**src/rtl/thermtrip_pkg.sv**
```systemverilog
package thermtrip_pkg;

    typedef enum logic [1:0] {
        SEL_CTRL = 2'd0,
        SEL_THR  = 2'd1,
        SEL_FILT = 2'd2,
        SEL_STAT = 2'd3
    } wsel_e;

    localparam int CTRL_EN_BIT  = 31;
    localparam int CTRL_INV_BIT = 30;
    localparam int CTRL_IE_BIT  = 2;
    localparam int DIV_W        = 2;
    localparam int CYC_W        = 8;

    typedef struct packed {
        logic       en;
        logic       inv;
        logic       ie;
        logic [1:0] dir;
    } ctrl_t;

    typedef struct packed {
        logic [DIV_W-1:0] div;
        logic [CYC_W-1:0] cycles;
    } filt_t;

endpackage

```
**src/rtl/thermtrip_regs.sv**
```systemverilog
module thermtrip_regs
    import thermtrip_pkg::*;
#(
    parameter int TEMP_W = 14
) (
    input  logic              clk_i,
    input  logic              rst_ni,
    input  logic              wr_en_i,
    input  logic [1:0]        wr_sel_i,
    input  logic [31:0]       wr_data_i,
    output ctrl_t             ctrl_o,
    output logic [TEMP_W-1:0] thr_o,
    output filt_t             filt_o,
    output logic              restart_o,
    output logic              clr_stat_o
);

    localparam logic [TEMP_W-1:0] THR_RST = '1;

    typedef struct packed {
        ctrl_t             ctrl;
        logic [TEMP_W-1:0] thr;
        filt_t             filt;
    } regs_t;

    regs_t r_d, r_q;
    logic  unused_bits;

    assign unused_bits = ^wr_data_i[29:14];

    always_comb begin
        r_d        = r_q;
        restart_o  = 1'b0;
        clr_stat_o = 1'b0;
        if (wr_en_i) begin
            case (wsel_e'(wr_sel_i))
                SEL_CTRL: begin
                    r_d.ctrl.en  = wr_data_i[CTRL_EN_BIT];
                    r_d.ctrl.inv = wr_data_i[CTRL_INV_BIT];
                    r_d.ctrl.ie  = wr_data_i[CTRL_IE_BIT];
                    r_d.ctrl.dir = wr_data_i[1:0];
                end
                SEL_THR: begin
                    r_d.thr   = wr_data_i[TEMP_W-1:0];
                    restart_o = 1'b1;
                end
                SEL_FILT: begin
                    r_d.filt.div    = wr_data_i[CYC_W+DIV_W-1:CYC_W];
                    r_d.filt.cycles = wr_data_i[CYC_W-1:0];
                    restart_o       = 1'b1;
                end
                default: clr_stat_o = wr_data_i[0];
            endcase
        end
    end

    always_ff @(posedge clk_i or negedge rst_ni) begin
        if (!rst_ni) begin
            r_q.ctrl <= '0;
            r_q.thr  <= THR_RST;
            r_q.filt <= '0;
        end else begin
            r_q <= r_d;
        end
    end

    assign ctrl_o = r_q.ctrl;
    assign thr_o  = r_q.thr;
    assign filt_o = r_q.filt;

    assert_thr_load_R2: assert property (@(posedge clk_i) disable iff (!rst_ni)
        (wr_en_i && wr_sel_i == 2'd1) |=> (thr_o == $past(wr_data_i[TEMP_W-1:0])));

endmodule

```
**src/rtl/thermtrip_tick.sv**
```systemverilog
module thermtrip_tick
    import thermtrip_pkg::*;
#(
    parameter int REF_DIV = 4
) (
    input  logic             clk_i,
    input  logic             rst_ni,
    input  logic             restart_i,
    input  logic [DIV_W-1:0] div_i,
    output logic             tick_o
);

    localparam int PRE_W  = (REF_DIV > 1) ? $clog2(REF_DIV) : 1;
    localparam int SLOW_W = 4 * ((1 << DIV_W) + 0);
    localparam logic [PRE_W-1:0] PRE_LAST = PRE_W'(REF_DIV - 1);

    typedef struct packed {
        logic [PRE_W-1:0]  pre;
        logic [SLOW_W-1:0] slow;
    } tick_t;

    tick_t t_d, t_q;
    logic              us_tick;
    logic [SLOW_W:0]   lim;
    logic [SLOW_W-1:0] lim_m1;

    always_comb begin
        lim     = (SLOW_W+1)'(16) << {div_i, 2'b00};
        lim_m1  = SLOW_W'(lim - 1'b1);
        us_tick = (t_q.pre == PRE_LAST);
        tick_o  = us_tick && (t_q.slow == lim_m1) && !restart_i;
        t_d     = t_q;
        if (restart_i) begin
            t_d = '0;
        end else begin
            t_d.pre = us_tick ? '0 : t_q.pre + 1'b1;
            if (us_tick) begin
                t_d.slow = (t_q.slow == lim_m1) ? '0 : t_q.slow + 1'b1;
            end
        end
    end

    always_ff @(posedge clk_i or negedge rst_ni) begin
        if (!rst_ni) t_q <= '0;
        else         t_q <= t_d;
    end

    assert_tick_phase_restart_R5: assert property (@(posedge clk_i) disable iff (!rst_ni)
        $past(restart_i) |-> !tick_o);

endmodule

```
**src/rtl/thermtrip_filter.sv**
```systemverilog
module thermtrip_filter
    import thermtrip_pkg::*;
#(
    parameter int TEMP_W = 14
) (
    input  logic              clk_i,
    input  logic              rst_ni,
    input  logic              en_i,
    input  logic              inv_i,
    input  logic [TEMP_W-1:0] temp_i,
    input  logic [TEMP_W-1:0] thr_i,
    input  logic [CYC_W-1:0]  cycles_i,
    input  logic              tick_i,
    input  logic              restart_i,
    output logic              hold_clr_o,
    output logic              state_o,
    output logic              rise_o,
    output logic              fall_o
);

    typedef struct packed {
        logic             state;
        logic [CYC_W-1:0] cnt;
    } filt_state_t;

    filt_state_t f_d, f_q;
    logic        raw;
    logic        match;

    always_comb begin
        raw        = en_i && (inv_i ? (temp_i < thr_i) : (temp_i > thr_i));
        match      = (raw == f_q.state);
        hold_clr_o = !en_i || match || restart_i;
        f_d        = f_q;
        rise_o     = 1'b0;
        fall_o     = 1'b0;
        if (!en_i) begin
            f_d = '0;
        end else if (match) begin
            f_d.cnt = '0;
        end else if (cycles_i == '0) begin
            f_d.state = raw;
            f_d.cnt   = '0;
            rise_o    = raw;
            fall_o    = !raw;
        end else if (restart_i) begin
            f_d.cnt = '0;
        end else if (tick_i) begin
            if (f_q.cnt == cycles_i - 1'b1) begin
                f_d.state = raw;
                f_d.cnt   = '0;
                rise_o    = raw;
                fall_o    = !raw;
            end else begin
                f_d.cnt = f_q.cnt + 1'b1;
            end
        end
    end

    always_ff @(posedge clk_i or negedge rst_ni) begin
        if (!rst_ni) f_q <= '0;
        else         f_q <= f_d;
    end

    assign state_o = f_q.state;

    assert_change_needs_tick_R4: assert property (@(posedge clk_i) disable iff (!rst_ni)
        !$stable(f_q.state) |-> $past(tick_i || (cycles_i == '0) || !en_i));

    assert_bypass_follow_R6: assert property (@(posedge clk_i) disable iff (!rst_ni)
        (en_i && cycles_i == '0) |=> (f_q.state == $past(raw)));

    assert_disable_clears_R7: assert property (@(posedge clk_i) disable iff (!rst_ni)
        !en_i |=> !f_q.state);

endmodule

```
**src/rtl/thermtrip_irq.sv**
```systemverilog
module thermtrip_irq (
    input  logic       clk_i,
    input  logic       rst_ni,
    input  logic       en_i,
    input  logic [1:0] dir_i,
    input  logic       ie_i,
    input  logic       rise_i,
    input  logic       fall_i,
    input  logic       clr_i,
    output logic       irq_o
);

    typedef struct packed {
        logic status;
    } irq_state_t;

    irq_state_t s_d, s_q;
    logic       set_evt;

    always_comb begin
        set_evt    = en_i && ((rise_i && dir_i[0]) || (fall_i && dir_i[1]));
        s_d.status = set_evt || (s_q.status && !clr_i);
    end

    always_ff @(posedge clk_i or negedge rst_ni) begin
        if (!rst_ni) s_q <= '0;
        else         s_q <= s_d;
    end

    assign irq_o = s_q.status && ie_i;

    assert_no_latch_disabled_R7: assert property (@(posedge clk_i) disable iff (!rst_ni)
        $rose(s_q.status) |-> $past(en_i && (rise_i || fall_i)));

    assert_w1c_R10: assert property (@(posedge clk_i) disable iff (!rst_ni)
        $past(clr_i && !rise_i && !fall_i) |-> !s_q.status);

endmodule

```
**src/rtl/thermal_trip_monitor.sv**
```systemverilog
module thermal_trip_monitor
    import thermtrip_pkg::*;
#(
    parameter int TEMP_W  = 14,
    parameter int REF_DIV = 4
) (
    input  logic              clk_i,
    input  logic              rst_ni,
    input  logic [TEMP_W-1:0] temp_i,
    input  logic              wr_en_i,
    input  logic [1:0]        wr_sel_i,
    input  logic [31:0]       wr_data_i,
    output logic              state_o,
    output logic              irq_o
);

    ctrl_t             ctrl;
    filt_t             filt;
    logic [TEMP_W-1:0] thr;
    logic              restart;
    logic              clr_stat;
    logic              hold_clr;
    logic              tick;
    logic              rise;
    logic              fall;

    thermtrip_regs #(.TEMP_W(TEMP_W)) regs_i (
        .clk_i      (clk_i),
        .rst_ni     (rst_ni),
        .wr_en_i    (wr_en_i),
        .wr_sel_i   (wr_sel_i),
        .wr_data_i  (wr_data_i),
        .ctrl_o     (ctrl),
        .thr_o      (thr),
        .filt_o     (filt),
        .restart_o  (restart),
        .clr_stat_o (clr_stat)
    );

    thermtrip_tick #(.REF_DIV(REF_DIV)) tick_i (
        .clk_i     (clk_i),
        .rst_ni    (rst_ni),
        .restart_i (hold_clr),
        .div_i     (filt.div),
        .tick_o    (tick)
    );

    thermtrip_filter #(.TEMP_W(TEMP_W)) filt_i (
        .clk_i      (clk_i),
        .rst_ni     (rst_ni),
        .en_i       (ctrl.en),
        .inv_i      (ctrl.inv),
        .temp_i     (temp_i),
        .thr_i      (thr),
        .cycles_i   (filt.cycles),
        .tick_i     (tick),
        .restart_i  (restart),
        .hold_clr_o (hold_clr),
        .state_o    (state_o),
        .rise_o     (rise),
        .fall_o     (fall)
    );

    thermtrip_irq irq_i (
        .clk_i  (clk_i),
        .rst_ni (rst_ni),
        .en_i   (ctrl.en),
        .dir_i  (ctrl.dir),
        .ie_i   (ctrl.ie),
        .rise_i (rise),
        .fall_i (fall),
        .clr_i  (clr_stat),
        .irq_o  (irq_o)
    );

    assert_irq_needs_enable_R9: assert property (@(posedge clk_i) disable iff (!rst_ni)
        $rose(irq_o) |-> ctrl.ie);

endmodule

```
**config.mk**
```make
export PLATFORM = sky130hd
export DESIGN_NAME = thermal_trip_monitor
export DESIGN_NICKNAME = d
export VERILOG_FILES = /design/src/rtl/thermtrip_pkg.sv /design/src/rtl/thermtrip_regs.sv /design/src/rtl/thermtrip_tick.sv /design/src/rtl/thermtrip_filter.sv /design/src/rtl/thermtrip_irq.sv /design/src/rtl/thermal_trip_monitor.sv
export SDC_FILE = /design/constraint.sdc
export NUM_CORES = 1
export LEC_CHECK = 0
export BUFFER_PORTS_ARGS = -buffer_cell sky130_fd_sc_hd__buf_4
export CELL_PAD_IN_SITES_DETAIL_PLACEMENT = 0
export CELL_PAD_IN_SITES_GLOBAL_PLACEMENT = 1
export CORE_AREA = 2 2 110 112
export DETAILED_ROUTE_END_ITERATION = 10
export DIE_AREA = 0 0 112 114
export GPL_TIMING_DRIVEN = 0
export HOLD_SLACK_MARGIN = 0.05
export PLACE_DENSITY = 0.64
export SYNTH_ARGS = -nofsm -noshare
export SYNTH_HDL_FRONTEND = slang
export SYNTH_HIERARCHICAL = 1
export SYNTH_SLANG_ARGS = --single-unit
```
**constraint.sdc**
```tcl
create_clock -name clk_i -period 7.2 [get_ports clk_i]
set_input_delay 1.44 -clock clk_i [delete_from_list [all_inputs] [get_ports clk_i]]
set_output_delay 1.44 -clock clk_i [all_outputs]
set_load 0.1 [all_outputs]
```
==> summary.md, run 1 <==
| Metric | Value |
|---|---|
| Die Span Y | `between 100 and 150 um` |
| Synth Cell Area | `around 0.0034 mm^2` |
| Period utilisation layout | `71.1%` |
| Fmax | `between 150 and 200 MHz` |
| ANT nets after route | `0` |
| Buffers on Ports | `36` |
| Nets | `between 400 and 500` |
| Power per Cell Area | `approximately 250 mW/mm^2` |
| Setup CP Type | `input pin to flip-flop` |
| FF+latch count, synth | `57` |
| Synth async-reset ratio | `100%` |
| Worst vdd ir | `between 0.00015 and 0.0002 V` |
| Run status | `completed` |
| Drc violations | `0` |
| Multi-input gate area | `between 0.0015 and 0.002 mm^2` |
| Fillers | `~1200` |
| H-tree Lvls | `3` |
| CP Max Fanout | `10` |
| CTS tree | `yes` |
| Hold Crit Class | `flip-flop to flip-flop` |
| Final WL | `7.18 mm` |
| Setup repair bufs after CTS | `0` |
| Worst slew margin | `between 50% and 60%` |
| Synth area leader | `dfrtp_1` |
| Met1 Wirelength | `~3.6 mm` |
| Ranking of synthesized cells by area | `dfrtp_1 (31%), dfstp_2 (11%), ha_1 (8.4%)` |
| CP Launch Type | `input pin` |
| Max-cap violation count | `0` |
| First-pass GRT wire length | `between 10 and 15 mm` |
| Count leader, synth | `dfrtp_1` |
| Initial antenna violation count | `0` |
| Synth Instances | `329` |
| Area added between synthesis and finish | `22.9%` |
| Largest net degree at the start of global routing | `58` |
| P_leak | `0.00181 uW` |
| Via/cell ratio | `around 4.8` |
| Clock tree buffer depth | `2` |
| Via count | `approximately 2500` |
| Final setup violating endpoints | `0` |
| GRT overflow | `0` |
| N_diodes | `0` |
| Actual slew at the worst max-slew pin | `around 740 ps` |
| Yosys top cell area share | `approximately a third` |
| Core ar. | `approximately 0.012 mm^2` |
| Die W | `112 um` |
| FP Rows | `40` |
| Final GP Congestion | `a little under 0.8` |
| Final Cell Area | `approximately 0.0042 mm^2` |
| Total CTS buffers | `9` |
| Synth top cells by count | `dfrtp_1 (43), inv_1 (25), ha_1 (23), nand2_1 (23)` |
| Drt wl/cell | `13.6 um` |
| Slew Viols, Final | `0` |
| Top-Level Pins | `53` |
| Req. time, crit path | `7440 ps` |
| Worst skew pair latency | `roughly 320 ps` |
| Placed Cells | `between 500 and 600` |
| Post-DP HPWL | `roughly 5.4 mm` |
| Clock Skew | `between 7 and 8 ps` |
| Global-route usage over all layers | `between 10% and 20%` |
| Cell area after placement | `a little under 0.004 mm^2` |
| CP Capture Type | `flip-flop` |
| Unrepaired setup endpoints after global routing | `false` |
| Share of cells above drive strength 1 | `28.3%` |
| Syn nets | `roughly 400` |
| Netlist cell types | `56` |
| # resized after CTS | `0` |
| Post-CTS Hold Fix Bufs | `0` |
| Clock root cell | `clkbuf_16` |
| Number of synthesized flops with an enable pin | `0` |
| Routed length on met2 | `3.22 mm` |
| Wire length on met3 | `between 200 and 300 um` |
| Register area | `~0.0014 mm^2` |
| Max Used Layer | `met4` |
| Syn_area_per_cell | `10.4 um^2` |
| CP arrival | `roughly 5400 ps` |
| Final Hold Viols | `0` |
| Initial Util | `29.2%` |
| Period minus WS final | `between 5000 and 6000 ps` |
| Seq/Total Area, Yosys | `a little over two fifths` |
| TNS Setup | `0 ps` |
| Synth Flop Type | `dfrtp_1` |
| Post-Layout Cell Count | `528` |
| Worst-path clk slew | `around 50 ps` |
| Die area | `approximately 0.013 mm^2` |
| DR pass1 iterations | `4` |
| Yosys warns | `6` |
| Vias in the first global route | `between 2000 and 3000` |
| Initial DRC Count | `139` |
| Clock sink count | `57` |
[power breakdown]
group | switching (uW) | leakage (uW) | internal [uW]
Combinational | 85.8 | 0.000930 | 89.5
Clock | 146 | 0.000162 | 320
Sequential | 28.2 | 0.000716 | 364
[sequential cells by signal, summed over array words and instances (netlist names)]
signal,cells
tick_i/t_q,18
regs_i/thr_o,14
regs_i/filt_o,10
filt_i/f_q,8
regs_i/ctrl_o,5
filt_i/state_o,1
irq_i/s_q,1
[cell usage in the layout (no fill, tap or decap), types with 3 or more instances in the layout]
master and count:
mux2_4 10, o21ai_0 8, dfrtp_1 43, clkbuf_16 9
mux2_2 19, nor3b_1 3, nand3_1 17, nor4_1 6
nand2b_1 5, and3_1 6, a21oi_1 11, nor2b_1 5
nor3_1 14, buf_4 36, xnor2_1 15, nand4_1 5
inv_1 25, a31oi_1 5, dfstp_2 14, xor2_1 9
nor2_1 19, nand2_1 23, ha_1 23
[per-stage QoR]
step | total power, uW | util [%] | worst slack, ps | hold slack [ps]
floorplan | 515 | - | 2680 | 403
global placement | 570 | 33.1 | 1770 | 415
detailed placement | 575 | 33.1 | 1730 | 427
CTS | 1050 | 35.9 | 2040 | 435
global route | 1090 | 35.9 | 1720 | 447
finish | 1030 | 35.9 | 2080 | 433
[cell families (layout without fill, tap and decap cells)]
group           after synthesis  in the layout  synth area share [%]
compound gates               42             42                  8.78
xor+xnor                     24             24                  6.15
fa+ha+maj                    23             23                  8.41
buf+inv                      29             81                  3.44
flops                        57             57                  42.2
mux                          30             30                  10.9
simple gates                124            124                  20.1
[layout make-up]
| cell class | count | share of cell area (%) |
|---|---|---|
| inverter | 25 | 2.23 |
| sequential | 57 | 34.3 |
| clock buffer | 11 | 6.01 |
| multi-input combinational | 243 | 44.2 |
| timing repair buffer | 36 | 6.43 |
| tap | 147 | 4.37 |
| buffer | 4 | 0.565 |
| clock inverter | 5 | 1.84 |
[layer usage]
metal,global-route usage (%),vias to the layer above
met2,19.2,35
met5,0,-
met3,3.67,7
met4,3.09,0
met1,16.2,1202
li1,-,1265
[path summary, 6_finish.rpt]
kind	start	endpoint	slack, ps	cells after the start
worst max register to register	regs_i/thr_o[5]$_DFFE_PN1P_	irq_i/s_q$_DFF_PN0_	2750	16
worst min register to register	tick_i/t_q[16]$_DFF_PN0_	tick_i/t_q[16]$_DFF_PN0_	430	1
min in group asynchronous	rst_ni	regs_i/filt_o[9]$_DFFE_PN0P_	1190	1
worst min-delay path	tick_i/t_q[16]$_DFF_PN0_	tick_i/t_q[16]$_DFF_PN0_	430	1
worst max-delay path	temp_i[5]	irq_i/s_q$_DFF_PN0_	2080	16
max in group asynchronous	rst_ni	filt_i/f_q[4]$_DFFE_PN0P_	5530	1
[critical path, cell delays in order]
cell and delay (ps):
buf_4 110, ha_1 300, nand4_1 120, o21bai_1 170, a311o_1 290, a211oi_1 400, o21ai_0 280, xnor2_1 200
nand2_1 160, clkbuf_1 270, nor3b_1 490, inv_1 260, o31a_1 370, and4b_1 260, a22oi_1 80, o22ai_1 150
Power figures use the tool's default switching activity.
==> run 2, diff against run 1 <==
PLACE_DENSITY = 0.66   (was 0.64)
clock period = 4.5 ns   (was 7.2 ns; I/O delays follow)
==> summary.md, run 2 (synthesis results as in run 1) <==
| Metric | Value |
|---|---|
| Critical Path Max Stage Delay | `480 ps (was 490 ps)` |
| Period utilisation layout | `92.8%` |
| Critical path's slowest cell | `nor4_1 (was nor3b_1)` |
| Placed Cells | `512 (unchanged)` |
| Worst vdd ir | `0.000229 V (was 0.000165 V)` |
| Clock tree buffer depth | `2 (unchanged)` |
| Worst slew margin | `52.2% (was 50.7%)` |
| Actual slew at the worst max-slew pin | `717 ps (was 739 ps)` |
| N_diodes | `0 (unchanged)` |
| Worst-path clk slew | `50 ps (about the same)` |
| Via/cell ratio | `4.83 (was 4.75)` |
| Commonest non-fill, non-tap cell in the layout | `dfrtp_1 (unchanged)` |
| Setup repair bufs after CTS | `0 (unchanged)` |
| Setup CP Type | `input pin to flip-flop (unchanged)` |
| Share of cells above drive strength 1 | `28.6% (was 28.3%)` |
| Core ar. | `0.0117 mm^2 (unchanged)` |
| Post-DP HPWL | `5.39 mm (was 5.36 mm)` |
| Reg with most FFs | `tick_i/t_q (unchanged)` |
| Top-Level Pins | `53 (unchanged)` |
| CP Max Fanout | `10 (unchanged)` |
| GRT overflow | `0 (unchanged)` |
| Global-route usage over all layers | `12.1% (about the same)` |
| Initial Util | `29.2% (unchanged)` |
| Hold path depth | `1 (unchanged)` |
| Via count | `2549 (was 2509)` |
| P_leak | `0.00179 uW (was 0.00181 uW)` |
| Final GP Congestion | `0.763 (was 0.780)` |
| Buffers on Ports | `36 (unchanged)` |
| Final WL | `7.26 mm (was 7.18 mm)` |
| H-tree Lvls | `3 (unchanged)` |
| Die W | `112 um (unchanged)` |
| Reg2reg path depth | `15 (was 16)` |
| Area added between synthesis and finish | `21.9% (was 22.9%)` |
| Initial antenna violation count | `0 (unchanged)` |
| Period minus WS final | `between 4000 and 5000 ps` |
| First-pass GRT wire length | `12.5 mm (was 12.4 mm)` |
| CP arrival | `4420 ps (was 5360 ps)` |
| CP Launch Type | `input pin (unchanged)` |
| Fmax | `239 MHz` |
| Run status | `completed (unchanged)` |
| Max-cap violation count | `0 (unchanged)` |
| CTS tree | `yes (unchanged)` |
| Die area | `0.0128 mm^2 (unchanged)` |
| Initial DRC Count | `110 (was 139)` |
| Die Span Y | `114 um (unchanged)` |
| Max reg flops | `18 (unchanged)` |
| Final hold slack | `429 ps (was 433 ps)` |
| Clock root cell | `clkbuf_16 (unchanged)` |
| Worst path cell trace | `buf_4, ha_1, nand4_1, nor4_1, a211oi_2, o21ai_1, xnor2_1, nand2_1, clkbuf_1, nor3b_2, inv_1, o31a_1, and4b_1, a22oi_1, o22ai_1 (was buf_4, ha_1, nand4_1, o21bai_1, a311o_1, a211oi_1, o21ai_0, xnor2_1, nand2_1, clkbuf_1, nor3b_1, inv_1, o31a_1, and4b_1, a22oi_1, o22ai_1)` |
| FP Rows | `40 (unchanged)` |
| Slew Viols, Final | `0 (unchanged)` |
| Final setup violating endpoints | `0 (unchanged)` |
| Hold Crit Class | `flip-flop to flip-flop (unchanged)` |
| Nets | `450 (unchanged)` |
| Clock sink count | `57 (unchanged)` |
| Final Hold Viols | `0 (unchanged)` |
| Req. time, crit path | `4740 ps (was 7440 ps)` |
| Clock Skew | `10.4 ps (was 7.65 ps)` |
| ANT nets after route | `0 (unchanged)` |
| DR pass1 iterations | `4 (unchanged)` |
| Worst skew pair latency | `320 ps (about the same)` |
| Drc violations | `0 (unchanged)` |
| Total CTS buffers | `9 (unchanged)` |
| Largest net degree at the start of global routing | `58 (unchanged)` |
| Power per Cell Area | `371 mW/mm^2 (was 246 mW/mm^2)` |
| Commonest cells after routing, fill and taps aside | `dfrtp_1 (43), buf_4 (36), inv_1 (25), nand2_1 (23), ha_1 (23) (unchanged)` |
| CP Capture Type | `flip-flop (unchanged)` |
| Unrepaired setup endpoints after global routing | `false (unchanged)` |
| Post-Layout Cell Count | `528 (unchanged)` |
| Vias in the first global route | `2577 (was 2588)` |
| Drt wl/cell | `13.7 um (was 13.6 um)` |
[run 2: timing repair]
action | in CTS | in global routing
gates resized for setup | 1 | 2
setup endpoints to repair | 1 | 1
hold buffers | 0 | 0
gates cloned | 0 | 0
[run 2: critical path: cells and delay by family]
family,cells,cell delay (ps)
buffers and inverters,3,620
adders and majority gates,1,300
xor gates and xnor gates,1,160
and+or+nand+nor,5,1450
AOI/OAI and AO/OA,5,970
[run 2: through the flow]
step	setup slack, ps	util, %	TNS [ps]	area [um^2]	power, uW
2_1_floorplan	521	-	0	3420	825
3_3_place_gp	-411	33.1	-1030	3870	909
3_5_place_dp	-417	33.1	-1060	3870	918
4_1_cts	124	35.6	0	4170	1570
5_1_grt	47.7	35.6	0	4170	1640
6_report	323	35.6	0	4170	1550
[run 2: per-layer routing]
metal | share of wire, % | routed length, um | GRT usage [%] | up-vias
li1 | - | - | - | 1273
met1 | 50 | 3650 | 16.8 | 1235
met4 | 0.48 | 35 | 2.68 | 0
met5 | 0 | 0 | 0 | -
met3 | 3.1 | 225 | 3.40 | 5
met2 | 46 | 3350 | 18.9 | 36
[run 2: layout make-up]
type | instances | area [um^2]
fill | 1203 | 7540
timing repair buffer | 36 | 270
sequential | 57 | 1440
inverter | 25 | 93.8
clock inverter | 3 | 15.0
buffer | 4 | 23.8
multi-input combinational | 243 | 1870
tap | 147 | 184
clock buffer | 13 | 270
[run 2: power breakdown]
part / switching (uW) / total [uW] / internal [uW] / leakage [uW]
registers: 46.8 / 629 / 583 / 0.000716
clock network: 225 / 639 / 414 / 0.000145
logic: 137 / 280 / 143 / 0.000931
[run 2: worst paths after layout]
path,startpoint,endpoint,slack [ps]
min reg2reg,tick_i/t_q[16]$_DFF_PN0_,tick_i/t_q[16]$_DFF_PN0_,430
max,temp_i[13],irq_i/s_q$_DFF_PN0_,320
max in group asynchronous,rst_ni,tick_i/t_q[1]$_DFFE_PN0P_,3380
min,tick_i/t_q[16]$_DFF_PN0_,tick_i/t_q[16]$_DFF_PN0_,430
min in group asynchronous,rst_ni,tick_i/t_q[13]$_DFFE_PN0P_,640
max reg2reg,regs_i/thr_o[13]$_DFFE_PN1P_,irq_i/s_q$_DFF_PN0_,460
